### src/rtl/disk_latch_pkg.sv
package disk_latch_pkg;
    typedef enum logic [1:0] {
        M_OFF   = 2'd0,
        M_HELD  = 2'd1,
        M_COAST = 2'd2
    } motor_state_t;

    localparam int SW_PHASE0 = 0;
    localparam int N_PHASE   = 4;
    localparam int SW_MOTOR  = 4;
    localparam int SW_SELECT = 5;
    localparam int SW_MODE0  = 6;
    localparam int N_MODE    = 2;
endpackage

### src/rtl/switch_latch.sv
module switch_latch #(
    parameter int SEL_W = 3,
    localparam int N_SW = 1 << SEL_W
) (
    input  logic             clk,
    input  logic             rst_n,
    input  logic             wr_en,
    input  logic [SEL_W-1:0] wr_sel,
    input  logic             wr_val,
    output logic [N_SW-1:0]  sw
);
    for (genvar i = 0; i < N_SW; i++) begin : g_bit
        always_ff @(posedge clk) begin
            if (!rst_n)
                sw[i] <= 1'b0;
            else if (wr_en && (wr_sel == SEL_W'(i)))
                sw[i] <= wr_val;
        end

        // unaddressed switch holds
        a_r2_hold: assert property (@(posedge clk) disable iff (!rst_n)
            (!wr_en || wr_sel != SEL_W'(i)) |=> $stable(sw[i]));
    end

    // addressed switch takes the offset LSB
    a_r1_write: assert property (@(posedge clk) disable iff (!rst_n)
        wr_en |=> sw[$past(wr_sel)] == $past(wr_val));
endmodule

### src/rtl/motor_timer.sv
module motor_timer
    import disk_latch_pkg::*;
#(
    parameter int DELAY_TICKS = 2_000_000,
    localparam int CNT_W = $clog2(DELAY_TICKS + 1)
) (
    input  logic clk,
    input  logic rst_n,
    input  logic req,
    output logic motor_on
);
    localparam logic [CNT_W-1:0] RELOAD = CNT_W'(DELAY_TICKS);

    motor_state_t     state_q, state_d;
    logic [CNT_W-1:0] cnt_q, cnt_d;

    always_ff @(posedge clk) begin
        if (!rst_n) begin
            state_q <= M_OFF;
            cnt_q   <= '0;
        end else begin
            state_q <= state_d;
            cnt_q   <= cnt_d;
        end
    end

    always_comb begin
        state_d = state_q;
        cnt_d   = cnt_q;
        unique case (state_q)
            M_OFF: begin
                if (req) begin
                    state_d = M_HELD;
                    cnt_d   = RELOAD;
                end
            end
            M_HELD: begin
                if (req) begin
                    cnt_d = RELOAD;
                end else begin
                    state_d = M_COAST;
                    cnt_d   = cnt_q - 1'b1;
                end
            end
            M_COAST: begin
                if (req) begin
                    state_d = M_HELD;
                    cnt_d   = RELOAD;
                end else begin
                    cnt_d = cnt_q - 1'b1;
                    if (cnt_q == CNT_W'(1))
                        state_d = M_OFF;
                end
            end
            default: begin
                state_d = M_OFF;
                cnt_d   = '0;
            end
        endcase
    end

    assign motor_on = (state_q != M_OFF);

    // request reloads the full delay
    a_r5_reload: assert property (@(posedge clk) disable iff (!rst_n)
        req |=> cnt_q == RELOAD);
    // coasting counts down by one per tick
    a_r6_count_down: assert property (@(posedge clk) disable iff (!rst_n)
        (!req && cnt_q != '0) |=> cnt_q == $past(cnt_q) - 1'b1);
    // state and counter agree on motor-on
    a_r6_on_matches_count: assert property (@(posedge clk) disable iff (!rst_n)
        motor_on == (cnt_q != '0));
    // a request while running never lets motor-on dip
    a_r7_no_glitch: assert property (@(posedge clk) disable iff (!rst_n)
        (motor_on && req) |=> motor_on);
endmodule

### src/rtl/drive_gate.sv
module drive_gate #(
    parameter int N_DRV = 2
) (
    input  logic             motor_on,
    input  logic             sel,
    output logic [N_DRV-1:0] drv_en
);
    for (genvar d = 0; d < N_DRV; d++) begin : g_drv
        assign drv_en[d] = motor_on && (sel == d[0]);
    end
endmodule

### src/rtl/floppy_ctl_latch.sv
module floppy_ctl_latch
    import disk_latch_pkg::*;
#(
    parameter int OFS_W       = 4,
    parameter int DATA_W      = 8,
    parameter int DELAY_TICKS = 2_000_000,
    localparam int SEL_W = OFS_W - 1,
    localparam int N_SW  = 1 << SEL_W
) (
    input  logic              clk,
    input  logic              rst_n,
    input  logic              acc_stb,
    input  logic [OFS_W-1:0]  acc_ofs,
    input  logic [DATA_W-1:0] dreg_in,
    output logic              bus_oe,
    output logic [DATA_W-1:0] bus_dout,
    output logic [3:0]        phase,
    output logic [1:0]        mode,
    output logic              motor_on,
    output logic [1:0]        drv_en
);
    logic [N_SW-1:0] sw;

    switch_latch #(.SEL_W(SEL_W)) u_latch (
        .clk    (clk),
        .rst_n  (rst_n),
        .wr_en  (acc_stb),
        .wr_sel (acc_ofs[OFS_W-1:1]),
        .wr_val (acc_ofs[0]),
        .sw     (sw)
    );

    motor_timer #(.DELAY_TICKS(DELAY_TICKS)) u_motor (
        .clk      (clk),
        .rst_n    (rst_n),
        .req      (sw[SW_MOTOR]),
        .motor_on (motor_on)
    );

    drive_gate #(.N_DRV(2)) u_gate (
        .motor_on (motor_on),
        .sel      (sw[SW_SELECT]),
        .drv_en   (drv_en)
    );

    assign bus_oe   = acc_stb && !acc_ofs[0];
    assign bus_dout = bus_oe ? dreg_in : '0;
    assign phase    = sw[SW_PHASE0 +: N_PHASE];
    assign mode     = sw[SW_MODE0 +: N_MODE];

    // never both drives, none without motor
    a_r8_one_drive: assert property (@(posedge clk) disable iff (!rst_n)
        $onehot0(drv_en));
    a_r8_idle_drives: assert property (@(posedge clk) disable iff (!rst_n)
        !motor_on |-> drv_en == 2'b00);
    // bus stays released outside an even-offset access
    a_r3_float: assert property (@(posedge clk) disable iff (!rst_n)
        (!acc_stb || acc_ofs[0]) |-> (!bus_oe && bus_dout == '0));
endmodule

### config.mk
export PLATFORM = sky130hd
export DESIGN_NAME = floppy_ctl_latch
export DESIGN_NICKNAME = d
export VERILOG_FILES = /design/src/rtl/disk_latch_pkg.sv /design/src/rtl/switch_latch.sv /design/src/rtl/motor_timer.sv /design/src/rtl/drive_gate.sv /design/src/rtl/floppy_ctl_latch.sv
export SDC_FILE = /design/constraint.sdc
export NUM_CORES = 1
export LEC_CHECK = 0
export BUFFER_PORTS_ARGS = -buffer_cell sky130_fd_sc_hd__buf_2
export CORE_MARGIN = 2
export CORE_UTILIZATION = 50
export CTS_BUF_LIST = sky130_fd_sc_hd__clkbuf_16
export DETAILED_ROUTE_END_ITERATION = 7
export PLACE_DENSITY_LB_ADDON = 0.25
export SYNTH_ARGS = -nofsm -noshare
export SYNTH_HDL_FRONTEND = slang
export SYNTH_SLANG_ARGS = --single-unit
### constraint.sdc
create_clock -name clk -period 3 [get_ports clk]
set_input_delay 0.6 -clock clk [delete_from_list [all_inputs] [get_ports clk]]
set_output_delay 0.6 -clock clk [all_outputs]
set_load 0.02 [all_outputs]
==> results.py, run 1 <==
metrics = {
    "finish": {
        "fin_nets": 276,
        "drive_gt1_frac": 0.2205,
        "antenna_cells": 0,
        "final_cell_area_mm2": 0.002187,
        "area_growth_pct": 17.87,
    },
    "worst_setup_path": {
        "r2r-start": "u_motor.cnt_q[0]$_SDFFE_PN0P_",
        "startpoint_type": "flip-flop",
        "path_max_fanout": 17,
        "worst_r2r_path_depth": 6,
        "rrSetupSlack_ns": 0.98,
        "crit_type": "reg -> out",
        "cp.required_ns": 2.40,
        "r2r_end": "u_motor.cnt_q[14]$_SDFFE_PN0P_",
        "cp.arrival_ns": 1.46,
        "cp-end-kind": "primary output",
    },
    "floorplan": {
        "row_count": 22,
        "start_util": 0.5146,
        "dieArea_mm2": 0.004215,
        "fp.coreArea_mm2": 0.003606,
        "ios": 33,
        "fp.dieW_um": 64.92,
        "die_y_um": 64.92,
    },
    "clock_network": {
        "cts.repair.resized": 0,
        "worstSkewPairLatency_ns": 0.27,
        "ctsHoldBuffers": 0,
        "cts_tree": "done",
        "clockRootBuffer": "clkbuf_16",
        "cts.htree.levels": 2,
        "cts_buffers": 5,
        "cts_setup_buffers": 0,
        "cts_sinks": 31,
        "clkTransAtPathRegs_ns": 0.05,
        "cts_buffer_depth": 2,
    },
    "placement": {
        "hpwl_um": 2985,
        "gp_congestion": 0.8108,
        "placed_cell_area_mm2": 0.002053,
        "io_buffers": 32,
    },
    "yosys": {
        "avgSynthCellArea_um2": 8.396,
        "yosys.area_share.simple": 0.3790,
        "synth_fp_nets": 243,
        "syn_area_mm2": 0.001856,
        "synth_xor_xnor_area_share": 0.02360,
        "synth_compound_area_frac": 0.1234,
        "yosysWarnings": 0,
        "async_flop_share": 0,
        "synth.ff_latch_count": 31,
        "synth_mux_area_frac": 0.05394,
        "syn_inst": 221,
        "ys_seq_area_frac": 0.3345,
        "synth_ff_type": "dfxtp_1",
        "synthDistinctLibCells": 45,
        "synth_top_family_by_area": "simple AND/OR/NAND/NOR gates",
        "synth-edff-count": 0,
        "synth_fa_ha_area_frac": 0.04720,
    },
    "power_and_ir_drop": {
        "ir_worst_vdd_mv": 0.8595,
        "p_leak_nw": 0.9421,
        "power.density_mw_per_mm2": 913.3,
    },
    "global_routing": {
        "grt_max_degree": 22,
        "grt.total_usage": 0.2060,
        "grt_pass1_vias": 1447,
        "grt_pass1_wl_um": 6782,
        "overflow": 0,
        "antenna_found_initial": 0,
    },
    "timing": {
        "tns_ns": 0,
        "worst_pin_slew_ns": 0.5268,
        "layout_min_cycle_time_ns": 2.056,
        "clock_skew_ns": 0.003172,
        "post-route-period-util": 0.6854,
        "max_slew_margin": 0.6462,
        "setup_viol": 0,
        "hold_viol_final": 0,
        "final_max_slew_viol_count": 0,
        "rsz0062_at_grt": "false",
        "fmax_mhz": 486.3,
    },
    "hold_path": {
        "hp-start": "u_motor.cnt_q[20]$_SDFFE_PN0P_",
        "hp-class": "reg -> reg",
        "hold_depth": 2,
        "holdPathEnd": "u_motor.cnt_q[20]$_SDFFE_PN0P_",
    },
    "routing": {
        "via_per_inst": 5.563,
        "vias": 1680,
        "wl_per_cell_um": 13.45,
        "dr.pass1.iters": 4,
        "drtIter0Drc": 74,
        "drc": 0,
        "ant_nets": 0,
        "routed_wl_um": 4063,
    },
    "run": {
        "maxCapViolations": 0,
    },
    "run_status": {
        "status": "complete, no violations",
    },
}
==> synth_stat cells, types with 2 or more instances <==
master	count	area share
a21oi_1	11	0.030
a31oi_1	3	0.010
and2_1	8	0.027
and3_2	2	0.0081
clkbuf_1	7	0.014
dfxtp_1	31	0.33
ha_1	7	0.047
inv_1	7	0.014
mux2i_1	10	0.054
nand2_1	16	0.032
nand2b_1	3	0.010
nand3_1	9	0.024
nand4_1	5	0.017
nand4b_1	3	0.014
nor2_1	17	0.034
nor2b_1	12	0.040
nor3_1	7	0.019
nor3b_1	4	0.016
nor4_1	5	0.017
o211ai_1	2	0.0081
o21ai_0	6	0.016
o31ai_1	4	0.016
o32ai_1	2	0.0094
or2_2	3	0.010
or3_1	9	0.030
or4_1	4	0.016
or4_4	2	0.012
xor2_1	5	0.024
==> how the worst max path moves through the flow <==
stage	to	slack, ns	start	depth (start not counted)
finish	motor_on	0.94	u_motor.state_q[0]$_SDFFE_PN0P_	5
global route	u_motor.cnt_q[19]$_SDFFE_PN0P_	0.79	u_motor.state_q[0]$_SDFFE_PN0P_	6
CTS	motor_on	0.92	u_motor.state_q[0]$_SDFFE_PN0P_	5
detailed placement	bus_dout[2]	0.94	acc_ofs[0]	4
global placement	bus_dout[1]	1.00	acc_ofs[0]	4
floorplan	bus_dout[0]	0.91	acc_ofs[0]	4
==> critical path, stage by stage (launching register included) <==
cell and delay, ns:
dfxtp_1 0.41, inv_1 0.10, ha_1 0.21, buf_4 0.19, inv_1 0.10, buf_2 0.17
==> layer usage <==
layer / routed length [µm] / global-route usage / vias to the layer above
li1: - / - / 870
met1: 1912 / 0.2647 / 758
met2: 1900 / 0.3363 / 48
met3: 224 / 0.05903 / 4
met4: 25 / 0.05585 / 0
met5: 0 / 0 / -
==> report_power, final <==
part	internal (mW)	switching, mW
logic	0.384	0.549
clock network	0.297	0.166
registers	0.497	0.105
==> stage by stage <==
step / power [mW] / setup WS [ns] / hold slack [ns] / cells / util
after floorplan: 1.331 / 0.9128 / 0.4457 / 221 / -
after detailed placement: 1.531 / 0.9394 / 0.4623 / 295 / 0.5694
after global routing: 2.151 / 0.7944 / 0.5009 / 302 / 0.6065
after CTS: 1.999 / 0.9213 / 0.4693 / 302 / 0.6065
final: 1.997 / 0.9439 / 0.4667 / 302 / 0.6065
after global placement: 1.521 / 1.005 / 0.4626 / 295 / 0.5694
==> layout by cell type (no fill, tap or decap), types with 3 or more instances in the layout <==
cell,instances
nand4_1,5
nor2b_1,12
nand2_1,16
a21oi_1,11
or2_2,3
nor3b_1,4
ha_1,7
clkbuf_16,5
buf_2,32
and2_1,8
or4_1,4
nand2b_1,3
nor2_1,17
a31oi_1,3
buf_4,3
nor4_1,5
mux2i_1,10
nand4b_1,3
nand3_1,9
nor3_1,7
inv_1,7
o21ai_0,6
xor2_1,5
or3_1,9
dfxtp_1,31
o31ai_1,4
==> cells by family after synthesis <==
group / Yosys count
muxes: 10
DFF: 31
AOI/OAI and AO/OA: 35
and+or+nand+nor: 117
buffers and inverters: 16
adders and majority gates: 7
xor gates and xnor gates: 5
==> final cells by class <==
type / instances / area (µm²)
inverters: 7 / 26.28
clock buffers: 5 / 125.1
flip-flops and latches: 31 / 620.6
well taps: 48 / 60.06
clock inverters: 2 / 8.758
repair buffers: 35 / 182.7
fillers: 316 / 1419
multi-input cells: 174 / 1164
==> registers in the layout, indices dropped and copies added (netlist names) <==
name and flops:
u_latch.sw 8, u_motor.cnt_q 21, u_motor.state_q 2
No activity file was read; power rests on OpenSTA's default activity.
==> run 2: changes to the inputs <==
Clock period 3 ns to 1.9 ns, I/O delays scaled along.
==> results.py, run 2 (synthesis gave the netlist of run 1 again) <==
metrics = {
    "timing": {
        "worst_pin_slew_ns": 0.3956,
        "hold_viol_final": 0,
        "final_max_slew_viol_count": 0,
        "hold_slack_ns": 0.4647,
        "clock_skew_ns": 0.003191,
        "max_slew_margin": 0.7328,
        "fmax_mhz": 557.4,
        "layout_min_cycle_time_ns": 1.794,
        "rsz0062_at_grt": "true",
        "setup_slack_ns": 0.1061,
        "setup_viol": 0,
        "post-route-period-util": 0.9442,
    },
    "power_and_ir_drop": {
        "swShare": 0.3988,
        "p_sw_mw": 1.333,
        "combPwrFrac": 0.501,
        "sequentialPowerShare": 0.281,
        "p_clk_frac": 0.218,
        "p_int_mw": 2.010,
        "power.density_mw_per_mm2": 1464,
        "ir_worst_vdd_mv": 0.8768,
        "p_leak_nw": 1.000,
    },
    "floorplan": {
        "fp.coreArea_mm2": 0.003606,
        "fp.dieW_um": 64.92,
        "start_util": 0.5146,
        "ios": 33,
        "row_count": 22,
        "die_y_um": 64.92,
        "dieArea_mm2": 0.004215,
    },
    "worst_setup_path": {
        "critical_path.top_delay_family": "buffers and inverters",
        "cp.required_ns": 1.52,
        "cp-end-kind": "primary output",
        "path_max_fanout": 17,
        "path_cells": "inv_1 > ha_1 > buf_12 > nor2b_1 > buf_2",
        "slowest_stage": "dfxtp_1",
        "cp_num_buf_inv": 3,
        "cp.arrival_ns": 1.41,
        "startpoint_type": "flip-flop",
        "crit_type": "reg -> out",
        "max_stage_delay_ns": 0.37,
    },
    "finish": {
        "fin_nets": 286,
        "mostFrequentLayoutCells": "buf_2 (32), dfxtp_1 (31), nor2_1 (17)",
        "fill_cells": 318,
        "final_cell_area_mm2": 0.002283,
        "top_regs": "u_motor.cnt_q (21), u_latch.sw (8), u_motor.state_q (2)",
        "regMostFlops": "u_motor.cnt_q",
        "area_growth_pct": 23.06,
        "drive_gt1_frac": 0.2491,
        "largest_register_ffs": 21,
        "mostFrequentLayoutCell": "buf_2",
        "antenna_cells": 0,
    },
    "clock_network": {
        "clockRootBuffer": "clkbuf_16",
        "ctsHoldBuffers": 0,
        "cts_sinks": 31,
        "cts.htree.levels": 2,
        "cts_tree": "done",
        "cts_buffers": 5,
        "cts_buffer_depth": 2,
        "clkTransAtPathRegs_ns": 0.05,
        "worstSkewPairLatency_ns": 0.27,
    },
    "global_routing": {
        "grt_pass1_wl_um": 7079,
        "grt_pass1_vias": 1625,
        "antenna_found_initial": 0,
        "grt_max_degree": 18,
        "overflow": 0,
        "grt.total_usage": 0.2164,
    },
    "placement": {
        "placed_cell_area_mm2": 0.002141,
        "io_buffers": 32,
        "gp_congestion": 0.8699,
        "pre_cts_ws_ns": 0.09339,
        "hpwl_um": 3163,
    },
    "hold_path": {
        "hp-class": "in -> reg",
    },
    "routing": {
        "ant_nets": 0,
        "dr.pass1.iters": 4,
        "drtIter0Drc": 75,
        "wl_per_cell_um": 13.25,
        "routed_wl_um": 4147,
        "vias": 1728,
        "via_per_inst": 5.521,
        "drc": 0,
    },
    "run": {
        "maxCapViolations": 0,
    },
    "run_status": {
        "status": "complete, no violations",
    },
}
-- run 2: cell count changes in the layout (fill, tap and decap cells not counted), sizes merged --
| cell | before | now |
|---|---|---|
| buf | 35 | 45 |
| inv | 7 | 8 |
-- run 2: area by class of cell --
| class | instances | area [µm²] | share of cell area |
|---|---|---|---|
| Clock buffer | 5 | 125.1 | 0.05479 |
| Clock inverter | 3 | 11.26 | 0.004932 |
| Inverter | 7 | 26.28 | 0.01151 |
| Multi-Input combinational cell | 174 | 1170 | 0.5123 |
| Sequential cell | 31 | 620.6 | 0.2718 |
| Tap cell | 48 | 60.06 | 0.02630 |
| Timing Repair Buffer | 45 | 270.3 | 0.1184 |
-- run 2: power groups by stage --
stage | Sequential, mW | Clock, mW | Combinational, mW
2_1_floorplan | 0.922 | 0 | 1.18
3_3_place_gp | 0.946 | 0 | 1.64
3_5_place_dp | 0.952 | 0 | 1.64
4_1_cts | 0.938 | 0.747 | 1.65
5_1_grt | 0.961 | 0.776 | 1.86
6_report | 0.941 | 0.728 | 1.67
-- run 2: worst register-to-register path, delay by kind of cell (launching register included) --
| kind | cells | cell delay (ns) |
|---|---|---|
| flip-flops | 1 | 0.37 |
| buffers and inverters | 1 | 0.10 |
| adder cells (fa/ha/maj) | 1 | 0.23 |
| AND/OR/NAND/NOR | 3 | 0.88 |
| AO/OA/AOI/OAI | 1 | 0.14 |
-- run 2: metal layers --
metal / GRT usage / part of all wire
met1: 0.2718 / 0.46
met2: 0.3582 / 0.46
met3: 0.05556 / 0.066
met4: 0.07447 / 0.011
met5: 0 / 0
-- run 2: final timing paths --
path         cells past startpoint                       startpoint  slack (ns)                        endpoint
min reg2reg                      2   u_motor.cnt_q[20]$_SDFFE_PN0P_        0.49  u_motor.cnt_q[20]$_SDFFE_PN0P_
min                              3                            rst_n        0.46  u_motor.cnt_q[10]$_SDFFE_PN0P_
max reg2reg                      6  u_motor.state_q[1]$_SDFFE_PN0P_        0.11  u_motor.cnt_q[16]$_SDFFE_PN0P_
max                              5  u_motor.state_q[1]$_SDFFE_PN0P_        0.11                       drv_en[1]
-- run 2: metrics by stage --
step | power [mW] | cells | TNS (ns) | utilization
final | 3.344 | 313 | 0 | 0.6332
after global routing | 3.596 | 313 | -0.009747 | 0.6332
after CTS | 3.334 | 313 | 0 | 0.6315
after detailed placement | 2.591 | 305 | 0 | 0.5937
after global placement | 2.586 | 305 | 0 | 0.5937
after floorplan | 2.102 | 221 | 0 | -
-- run 2: repair_timing --
action | CTS | global route
gates resized for setup | 0 | 1
buffers inserted | 0 | 0
setup endpoints to repair | 0 | 3
==> run 3: changes to the inputs <==
Settings changed: MAX_ROUTING_LAYER from default to met4, PLACE_DENSITY_LB_ADDON 0.25 to 0.08.
==> results.py, run 3 (synthesis gave the netlist of run 1 again) <==
metrics = {
    "run_status": {
        "status": "complete, no violations",
    },
    "clock_network": {
        "clockRootBuffer": "clkbuf_16",
        "cts.htree.levels": 2,
        "worstSkewPairLatency_ns": 0.28,
        "cts_buffers": 5,
        "clkTransAtPathRegs_ns": 0.05,
        "cts_sinks": 31,
        "cts_setup_buffers": 0,
        "cts_tree": "done",
        "cts_buffer_depth": 2,
    },
    "worst_setup_path": {
        "max_stage_delay_ns": 0.37,
        "startpoint_type": "flip-flop",
        "critical_path.top_delay_family": "buffers and inverters",
        "cp-end-kind": "primary output",
        "worst_r2r_path_depth": 6,
        "cp_num_buf_inv": 3,
        "path_cells": "inv_1 > ha_1 > buf_4 > nor2b_1 > buf_2",
        "path_max_fanout": 17,
        "slowest_stage": "dfxtp_1",
        "r2r-start": "u_motor.cnt_q[0]$_SDFFE_PN0P_",
        "cp.required_ns": 1.52,
        "crit_type": "reg -> out",
        "r2r_end": "u_motor.cnt_q[14]$_SDFFE_PN0P_",
        "rrSetupSlack_ns": 0.14,
        "cp.arrival_ns": 1.43,
    },
    "power_and_ir_drop": {
        "swShare": 0.4052,
        "p_int_mw": 2.001,
        "p_leak_nw": 0.9973,
        "ir_worst_vdd_mv": 0.8765,
        "p_clk_frac": 0.222,
        "p_sw_mw": 1.363,
        "combPwrFrac": 0.499,
        "power.density_mw_per_mm2": 1473,
        "sequentialPowerShare": 0.279,
    },
    "finish": {
        "antenna_cells": 0,
        "mostFrequentLayoutCell": "buf_2",
        "area_growth_pct": 23.06,
        "largest_register_ffs": 21,
        "fin_nets": 286,
        "fill_cells": 328,
        "top_regs": "u_motor.cnt_q (21), u_latch.sw (8), u_motor.state_q (2)",
        "regMostFlops": "u_motor.cnt_q",
        "mostFrequentLayoutCells": "buf_2 (32), dfxtp_1 (31), nor2_1 (17)",
        "drive_gt1_frac": 0.2604,
        "fin_util": 0.6332,
    },
    "global_routing": {
        "antenna_found_initial": 0,
        "grt.total_usage": 0.2252,
        "grt_max_degree": 22,
        "grt_pass1_wl_um": 7044,
        "grt_pass1_vias": 1561,
        "overflow": 0,
    },
    "timing": {
        "rsz0062_at_grt": "false",
        "hold_viol_final": 0,
        "clock_skew_ns": 0.006202,
        "post-route-period-util": 0.9513,
        "max_slew_margin": 0.7102,
        "worst_pin_slew_ns": 0.4307,
        "final_max_slew_viol_count": 0,
        "tns_ns": 0,
        "fmax_mhz": 553.3,
        "setup_viol": 0,
        "layout_min_cycle_time_ns": 1.807,
    },
    "routing": {
        "drc": 0,
        "wl_met1_um": 1971,
        "wl_met2_um": 1962,
        "top_layer_used": "met4",
        "routed_wl_um": 4249,
        "via_per_inst": 5.508,
        "met3WireLength_um": 215,
        "dr.pass1.iters": 4,
        "ant_nets": 0,
        "vias": 1724,
        "drtIter0Drc": 69,
        "wl_per_cell_um": 13.58,
    },
    "hold_path": {
        "hp-start": "acc_ofs[0]",
        "holdPathEnd": "u_latch.sw[6]$_SDFFE_PN0P_",
        "hp-class": "in -> reg",
        "hold_depth": 3,
    },
    "placement": {
        "gp_congestion": 0.8067,
        "io_buffers": 32,
        "hpwl_um": 3073,
    },
    "floorplan": {
        "die_y_um": 64.92,
        "dieArea_mm2": 0.004215,
        "start_util": 0.5146,
        "fp.coreArea_mm2": 0.003606,
        "row_count": 22,
        "fp.dieW_um": 64.92,
        "ios": 33,
    },
    "run": {
        "maxCapViolations": 0,
    },
}
[run 3: cell type report]
class	instances	area (µm²)	share of cell area
Inverter	7	26.28	0.01151
Timing Repair Buffer	45	257.7	0.1129
Clock inverter	3	11.26	0.004932
Multi-Input combinational cell	174	1182	0.5178
Clock buffer	5	125.1	0.05479
Sequential cell	31	620.6	0.2718
Tap cell	48	60.06	0.02630
[run 3: worst register-to-register path, delay by kind of cell, from the launching register on]
kind	cells	cell delay [ns]
compound gates	1	0.20
simple gates	3	0.85
buf+inv	1	0.09
fa+ha+maj	1	0.17
flops	1	0.36
[run 3: per-stage QoR]
step	instances	power [mW]	hold slack (ns)	cell area [µm²]	worst slack [ns]
global route	313	3.622	0.5286	2283	0.002179
detailed placement	305	2.587	0.4748	2128	0.06236
global placement	305	2.585	0.4688	2128	0.06536
floorplan	221	2.102	0.4457	1856	0.07400
finish	313	3.365	0.4926	2283	0.09254
CTS	313	3.365	0.4777	2265	0.04888
[run 3: worst max path at each step]
stage,startpoint,to,slack (ns),cells after the start
floorplan,u_motor.state_q[0]$_SDFFE_PN0P_,u_motor.cnt_q[16]$_SDFFE_PN0P_,0.07,8
global placement,u_motor.state_q[1]$_SDFFE_PN0P_,u_motor.state_q[1]$_SDFFE_PN0P_,0.07,6
detailed placement,u_motor.state_q[1]$_SDFFE_PN0P_,u_motor.state_q[0]$_SDFFE_PN0P_,0.06,6
CTS,u_motor.state_q[1]$_SDFFE_PN0P_,u_motor.state_q[1]$_SDFFE_PN0P_,0.05,6
global route,u_motor.state_q[1]$_SDFFE_PN0P_,drv_en[1],0.002,5
finish,u_motor.state_q[1]$_SDFFE_PN0P_,drv_en[1],0.09,5
[run 3: timing repair]
item                                    4_1_cts  5_1_grt
hold buffers                                  0        0
endpoints found under the setup margin        0        5
resized for setup                             0        4
[run 3: power by group through the flow]
| stage | Combinational (mW) | Clock (mW) | Sequential [mW] |
|---|---|---|---|
| after floorplan | 1.18 | 0 | 0.922 |
| after global placement | 1.64 | 0 | 0.944 |
| after detailed placement | 1.64 | 0 | 0.942 |
| after CTS | 1.66 | 0.770 | 0.933 |
| after global routing | 1.88 | 0.787 | 0.957 |
| final | 1.68 | 0.749 | 0.938 |
[run 3: per-layer routing]
metal  vias to the layer above  GRT usage
met3                         8    0.05729
li1                        890          -
met5                         -          -
met4                         0     0.1064
met2                        37     0.3582
met1                       789     0.2665
